--- src/rtl/exc_entry_pkg.sv ---
// Shared kind codes, mode codes and status bit positions for the
// exception entry controller. Assumes a status word of at least 10 bits.
package exc_entry_pkg;

    // Kind code equals the vector offset divided by four.
    typedef enum logic [2:0] {
        EK_BOOT  = 3'd0,
        EK_UNDEF = 3'd1,
        EK_SVC   = 3'd2,
        EK_PABT  = 3'd3,
        EK_DABT  = 3'd4,
        EK_IRQ   = 3'd6,
        EK_FIQ   = 3'd7
    } exc_kind_e;

    localparam int NSRC = 7;          // number of request sources

    localparam int ST_TSTATE = 5;     // instruction-set state bit
    localparam int ST_FMASK  = 6;     // fast interrupt mask
    localparam int ST_IMASK  = 7;     // normal interrupt mask
    localparam int ST_AMASK  = 8;     // imprecise abort mask
    localparam int ST_ENDIAN = 9;     // data endianness
    localparam int ST_MIN_W  = 10;

    // Mode code written into status bits [4:0] for a kind.
    function automatic logic [4:0] mode_of(exc_kind_e k);
        case (k)
            EK_UNDEF:         return 5'b11011;
            EK_PABT, EK_DABT: return 5'b10111;
            EK_IRQ:           return 5'b10010;
            EK_FIQ:           return 5'b10001;
            default:          return 5'b10011;
        endcase
    endfunction

    // Kind for a priority rank (rank 0 is highest).
    function automatic exc_kind_e rank_kind(int r);
        case (r)
            1:       return EK_DABT;
            2:       return EK_FIQ;
            3:       return EK_IRQ;
            4:       return EK_PABT;
            5:       return EK_UNDEF;
            6:       return EK_SVC;
            default: return EK_BOOT;
        endcase
    endfunction

endpackage

--- src/rtl/exc_prio_arb.sv ---
// Fixed-priority picker. Bit 0 of req is the highest priority.
// Produces a one-hot (or zero) win vector and an any-request flag.
module exc_prio_arb #(
    parameter int N = 7
) (
    input  logic [N-1:0] req,
    output logic [N-1:0] win,
    output logic         any
);

    genvar i;
    generate
        for (i = 0; i < N; i++) begin : g_rank
            if (i == 0) begin : g_top
                // Highest rank wins whenever it requests.
                assign win[i] = req[i];
            end else begin : g_low
                // Lower rank wins only if nothing above requests.
                assign win[i] = req[i] & ~(|req[i-1:0]);
            end
        end
    endgenerate

    // Any qualified request at all.
    assign any = |req;

endmodule

--- src/rtl/exc_status_gen.sv ---
// Builds the post-entry status word from the current one for a kind.
// Assumes SW >= 10 so all control bit positions exist.
module exc_status_gen
    import exc_entry_pkg::*;
#(
    parameter int SW = 32
) (
    input  logic [SW-1:0] cur_status,
    input  exc_kind_e     kind,
    input  logic          endian_exc,
    output logic [SW-1:0] nxt_status
);

    // Mode, masks and endianness update; remaining bits pass through.
    always_comb begin
        nxt_status            = cur_status;
        nxt_status[4:0]       = mode_of(kind);
        nxt_status[ST_TSTATE] = 1'b0;
        nxt_status[ST_IMASK]  = 1'b1;
        nxt_status[ST_ENDIAN] = endian_exc;
        if (kind == EK_BOOT || kind == EK_FIQ)
            nxt_status[ST_FMASK] = 1'b1;
        if (kind != EK_UNDEF && kind != EK_SVC)
            nxt_status[ST_AMASK] = 1'b1;
    end

endmodule

--- src/rtl/exc_target_gen.sv ---
// Computes handler address and return link value for a kind.
// Fixed vectors sit at base + 4*kind; interrupts may be vectored externally.
module exc_target_gen
    import exc_entry_pkg::*;
#(
    parameter int          AW      = 32,
    parameter logic [AW-1:0] HI_BASE = 32'hFFFF0000
) (
    input  exc_kind_e     kind,
    input  logic          hi_vec,
    input  logic          vec_irq_en,
    input  logic [AW-1:0] vec_addr,
    input  logic [AW-1:0] exec_addr,
    input  logic [AW-1:0] next_addr,
    output logic [AW-1:0] pc,
    output logic [AW-1:0] link
);

    localparam logic [AW-1:0] WORD  = AW'(4);
    localparam logic [AW-1:0] DWORD = AW'(8);

    logic [AW-1:0] fixed_vec;
    logic          is_intr;

    // Fixed vector from base and kind offset.
    always_comb begin
        fixed_vec = (hi_vec ? HI_BASE : '0) | AW'({kind, 2'b00});
        is_intr   = (kind == EK_IRQ) || (kind == EK_FIQ);
        pc        = (vec_irq_en && is_intr) ? vec_addr : fixed_vec;
    end

    // Return link selection per kind.
    always_comb begin
        case (kind)
            EK_UNDEF, EK_SVC: link = next_addr;
            EK_PABT:          link = exec_addr + WORD;
            EK_DABT:          link = exec_addr + DWORD;
            EK_IRQ, EK_FIQ:   link = next_addr + WORD;
            default:          link = '0;
        endcase
    end

endmodule

--- src/rtl/exc_entry_ctrl.sv ---
// Exception entry controller top. Qualifies the seven request sources,
// picks one by priority and registers the full entry update for the core.
// Assumes requests are level inputs sampled once per clock.
module exc_entry_ctrl
    import exc_entry_pkg::*;
#(
    parameter int            AW      = 32,
    parameter int            SW      = 32,
    parameter logic [AW-1:0] HI_BASE = 32'hFFFF0000
) (
    input  logic          clk,
    input  logic          rst_n,
    input  logic          boot_req,
    input  logic          undef_req,
    input  logic          swi_req,
    input  logic          pabt_req,
    input  logic          dabt_req,
    input  logic          irq_req,
    input  logic          fiq_req,
    input  logic          exec_valid,
    input  logic          insn_boundary,
    input  logic [SW-1:0] cur_status,
    input  logic [AW-1:0] exec_addr,
    input  logic [AW-1:0] next_addr,
    input  logic          hi_vec,
    input  logic          vec_irq_en,
    input  logic [AW-1:0] vec_addr,
    input  logic          endian_exc,
    output logic          take_exc,
    output logic [2:0]    exc_kind,
    output logic [AW-1:0] new_pc,
    output logic [SW-1:0] new_status,
    output logic [SW-1:0] saved_status,
    output logic [AW-1:0] link_val
);

    logic [NSRC-1:0] req_q;
    logic [NSRC-1:0] win;
    logic            any;
    exc_kind_e       kind;
    logic [SW-1:0]   nxt_status;
    logic [AW-1:0]   nxt_pc;
    logic [AW-1:0]   nxt_link;

    // Qualify each source, placed at its priority rank.
    always_comb begin
        req_q[0] = boot_req;
        req_q[1] = dabt_req;
        req_q[2] = fiq_req & insn_boundary & ~cur_status[ST_FMASK];
        req_q[3] = irq_req & insn_boundary & ~cur_status[ST_IMASK];
        req_q[4] = pabt_req & exec_valid;
        req_q[5] = undef_req & exec_valid;
        req_q[6] = swi_req & exec_valid;
    end

    exc_prio_arb #(.N(NSRC)) u_arb (
        .req (req_q),
        .win (win),
        .any (any)
    );

    // Map the winning rank to its kind code.
    always_comb begin
        kind = EK_BOOT;
        for (int r = 0; r < NSRC; r++)
            if (win[r]) kind = rank_kind(r);
    end

    exc_status_gen #(.SW(SW)) u_status (
        .cur_status (cur_status),
        .kind       (kind),
        .endian_exc (endian_exc),
        .nxt_status (nxt_status)
    );

    exc_target_gen #(.AW(AW), .HI_BASE(HI_BASE)) u_target (
        .kind       (kind),
        .hi_vec     (hi_vec),
        .vec_irq_en (vec_irq_en),
        .vec_addr   (vec_addr),
        .exec_addr  (exec_addr),
        .next_addr  (next_addr),
        .pc         (nxt_pc),
        .link       (nxt_link)
    );

    // Register the entry update; hold data outputs when nothing is taken.
    always_ff @(posedge clk) begin
        if (!rst_n) begin
            take_exc     <= 1'b0;
            exc_kind     <= 3'd0;
            new_pc       <= '0;
            new_status   <= '0;
            saved_status <= '0;
            link_val     <= '0;
        end else begin
            take_exc <= any;
            if (any) begin
                exc_kind     <= kind;
                new_pc       <= nxt_pc;
                new_status   <= nxt_status;
                saved_status <= (kind == EK_BOOT) ? '0 : cur_status;
                link_val     <= nxt_link;
            end
        end
    end

endmodule

--- config.mk ---
export PLATFORM = sky130hd
export DESIGN_NAME = exc_entry_ctrl
export DESIGN_NICKNAME = d
export VERILOG_FILES = /design/src/rtl/exc_entry_pkg.sv /design/src/rtl/exc_prio_arb.sv /design/src/rtl/exc_status_gen.sv /design/src/rtl/exc_target_gen.sv /design/src/rtl/exc_entry_ctrl.sv
export SDC_FILE = /design/constraint.sdc
export NUM_CORES = 1
export LEC_CHECK = 0
export ABC_AREA = 1
export BUFFER_PORTS_ARGS = -buffer_cell sky130_fd_sc_hd__buf_4
export CAP_MARGIN = 20
export CELL_PAD_IN_SITES_DETAIL_PLACEMENT = 0
export CELL_PAD_IN_SITES_GLOBAL_PLACEMENT = 1
export CORE_MARGIN = 1
export CORE_UTILIZATION = 38
export CTS_BUF_LIST = sky130_fd_sc_hd__clkbuf_8
export DETAILED_ROUTE_END_ITERATION = 10
export PLACE_DENSITY = 0.87
export SLEW_MARGIN = 30
export SYNTH_ARGS = -nofsm -noshare
export SYNTH_HDL_FRONTEND = slang
export SYNTH_SLANG_ARGS = --single-unit
export TNS_END_PERCENT = 50
--- constraint.sdc ---
create_clock -name clk -period 3.4 [get_ports clk]
set_input_delay 0.68 -clock clk [delete_from_list [all_inputs] [get_ports clk]]
set_output_delay 0.68 -clock clk [all_outputs]
set_load 0.01 [all_outputs]
==> results.tsv <==
stage	metric	value	unit
sta	setup_ws	0.815	ns
sta	final_max_slew_viol_count	0	
finish	fin_nets	1581	
cts	cts_root_buffer	clkbuf_8	
pwr	p_leak	5.15	nW
flow_run	cap_violations	0	
sta	period_share	76.0	%
grt	grt.total_usage	27.7	%
critical_path	cp_max_fo	33	
critical_path	rr_endpoint	link_val[7]	
grt	grt_pass1_vias	8104	
hold_path	min_path_type	in -> reg	
synth	synthArstFlopShare	0	%
sta	fmax	0.387	GHz
synth	synth_ff_type	dfxtp_1	
critical_path	crit_type	in -> reg	
critical_path	reg2reg_from	link_val[7]	
drt	avgRoutedWirePerCell	17.1	um
die	die_x	145	um
synth	ys_ff_latch	130	
sta	rsz0062_at_grt	false	
drt	wl_met1	11.8	mm
drt	routed_via_density	5.11	
pwr	vdd_drop_max	0.266	mV
die	io_pins	274	
placement	port_buffers	272	
critical_path	cp_data_arrival_time	2.93	ns
sta	whs	0.438	ns
cts	cts.sinks	130	
finish	final_common_cell	nand2_1	
drt	met2WireLength	13.8	mm
drt	dr_total_vias	8759	
synth	synth_edf_count	0	
drt	routed_wl	29.4	mm
drt	drtIter0Drc	523	
cts	cts_max_level	4	
grt	grt_start_max_net_pins	52	
die	initial_core_util	39.3	%
sta	setup_violations	0	
finish	layout-drive-gt1-share	28.5	%
synth	ys_seq_area_share	33.6	%
die	core	0.0197	mm^2
placement	post-place-ws	0.354	ns
sta	max_slew_margin	63.8	%
sta	fin_setup_tns	0	ns
synth	syn_nets	1324	
hold_path	hold_depth	3	
cts	clock_path_buffers	2	
cts	postCtsHoldBufs	0	
die	num_rows	51	
drt	drc	0	
finish	n_antenna_cell	0	
cts	ctsResizeCount	0	
grt	grt_pass1_wl	43.8	mm
die	die_h	145	um
placement	dp_hpwl	23.2	mm
cts	cts_setup_buffers	0	
cts	numCtsBuffers	17	
pwr	power_density	371	mW/mm^2
grt	grt_overflow_total	0	
critical_path	crit_required	3.74	ns
finish	area_growth	34.2	%
sta	post-route-min-period	2.59	ns
hold_path	hp-start	cur_status[19]	
synth	syn_area	0.00774	mm^2
cts	worst_setup_hold_path_clk_slew	0.09	ns
drt	drtPass1Iterations	5	
critical_path	r2r_cells	2	
cts	insertion_delay	0.46	ns
sta	skew	0	ns
critical_path	cp-end-kind	flip-flop	
synth	post_synth.cell_area_avg	6.56	um^2
sta	hold_violations	0	
synth	yosys_warnings	0	
die	dieArea	0.0209	mm^2
synth	synthesis.instances	1180	
hold_path	whs_endpoint	new_status[19]	
critical_path	r2r_slack	2.71	ns
outcome	status	finished clean	
finish	layout_common_cells	368 x nand2_1, 293 x buf_4, 134 x inv_1	
sta	tightest_slew	0.537	ns
grt	antenna_found_initial	0	
critical_path	startpoint_type	input port	
cts	cts_tree	yes	
drt	dr_wl_met3	2.44	mm
synth	ys_types	47	
placement	place_congestion	0.989	
drt	top_layer_used	met4	
finish	fillers	2065	
drt	final_antenna_net_count	0	
==> flip-flops by register name, indices dropped and copies added, names as in the netlist <==
signal	count
new_pc	32
saved_status	32
link_val	32
new_status	30
take_exc	1
exc_kind	3
==> cell usage after synthesis (2+ instances only) <==
master	number	area share, %
o32ai_1	2	0.23
a22o_1	8	0.91
nor3b_1	2	0.19
a21oi_1	21	1.4
nand2_1	368	18
and2_1	2	0.16
buf_6	7	1.0
nor3_1	6	0.39
clkinv_1	3	0.15
nand3_1	92	5.9
nand3_4	3	0.68
inv_2	10	0.48
a41oi_1	4	0.45
inv_1	134	6.5
nor2_4	11	1.6
clkbuf_1	22	1.1
ha_1	2	0.32
nor2_1	85	4.1
nor4_1	8	0.65
nor2_2	20	1.6
o21ai_1	8	0.52
nand3_2	8	1.0
a32o_1	15	1.9
o21bai_1	2	0.19
xor2_1	4	0.45
o21ai_0	59	3.8
nand4_1	39	3.2
o221ai_1	18	2.0
dfxtp_1	130	34
o31ai_1	7	0.68
o211ai_1	3	0.29
nand3b_1	4	0.39
buf_4	6	0.58
or2_2	3	0.24
nand2_2	25	2.0
nand2_4	4	0.58
a31oi_1	4	0.32
buf_2	20	1.3
a22oi_1	3	0.29
==> cells by family (layout without fill, tap and decap cells) <==
kind of cell             count (synthesis)  after routing  synth area share (%)
other                                    1              1                0.0484
XOR/XNOR                                 4              4                 0.452
AO/OA/AOI/OAI                          157            157                  13.4
adder cells (fa/ha/maj)                  2              2                 0.323
buffers and inverters                  202            472                  11.1
flip-flops                             130            130                  33.6
AND/OR/NAND/NOR                        684            684                  41.1
==> per-stage QoR <==
step | cells | cell area [um^2] | util [%] | total power, mW
floorplan | 1180 | 7740 | - | 2.06
global placement | 1683 | 9970 | 50.6 | 2.46
detailed placement | 1683 | 9970 | 50.6 | 2.46
CTS | 1715 | 10400 | 52.7 | 3.88
global route | 1715 | 10400 | 52.7 | 4.04
finish | 1715 | 10400 | 52.7 | 3.85
==> worst max-delay path, cell delays in order <==
cell and delay, ns:
buf_4 0.11, inv_1 0.11, nand3_4 0.12, inv_2 0.08
nand2_4 0.22, nand2_4 0.34, nand2_1 0.08, nand2_1 0.14
nand2_1 0.10, nor2_2 0.16, inv_1 0.09, nor2_4 0.17
nand2_2 0.08, nand2_1 0.06, nand2_1 0.06, nand2_1 0.06
nand3_1 0.10, nand2_1 0.10, nand2_1 0.05
==> area by class of cell <==
type	count	area [um^2]	share of cell area [%]
Tap cell	265	332	3.19
Inverter	147	552	5.31
Clock inverter	15	186	1.79
Sequential cell	130	2600	25.0
Clock buffer	17	234	2.25
Multi-Input combinational cell	848	4290	41.2
Timing Repair Buffer	293	2200	21.2
==> where the power goes <==
part	internal, mW	switching (mW)	total [mW]
logic	0.329	0.464	0.794
clock network	0.687	0.732	1.42
registers	1.60	0.0405	1.64
==> worst max-delay path by stage <==
stage	start	endpoint	slack (ns)	cells past startpoint
3_5_place_dp	cur_status[6]	link_val[30]	0.35	18
6_report	cur_status[6]	link_val[19]	0.81	19
4_1_cts	cur_status[6]	link_val[19]	0.85	19
5_1_grt	dabt_req	link_val[28]	0.57	15
3_3_place_gp	cur_status[6]	link_val[30]	0.41	17
2_1_floorplan	cur_status[6]	link_val[30]	0.94	16
==> layer usage <==
layer  vias to the layer above  GRT usage, %
li1                       4389             -
met2                       360          46.7
met1                      3940          32.8
met3                        70          6.58
met4                         0          14.3
met5                         -             0
Power figures use the tool's default switching activity.
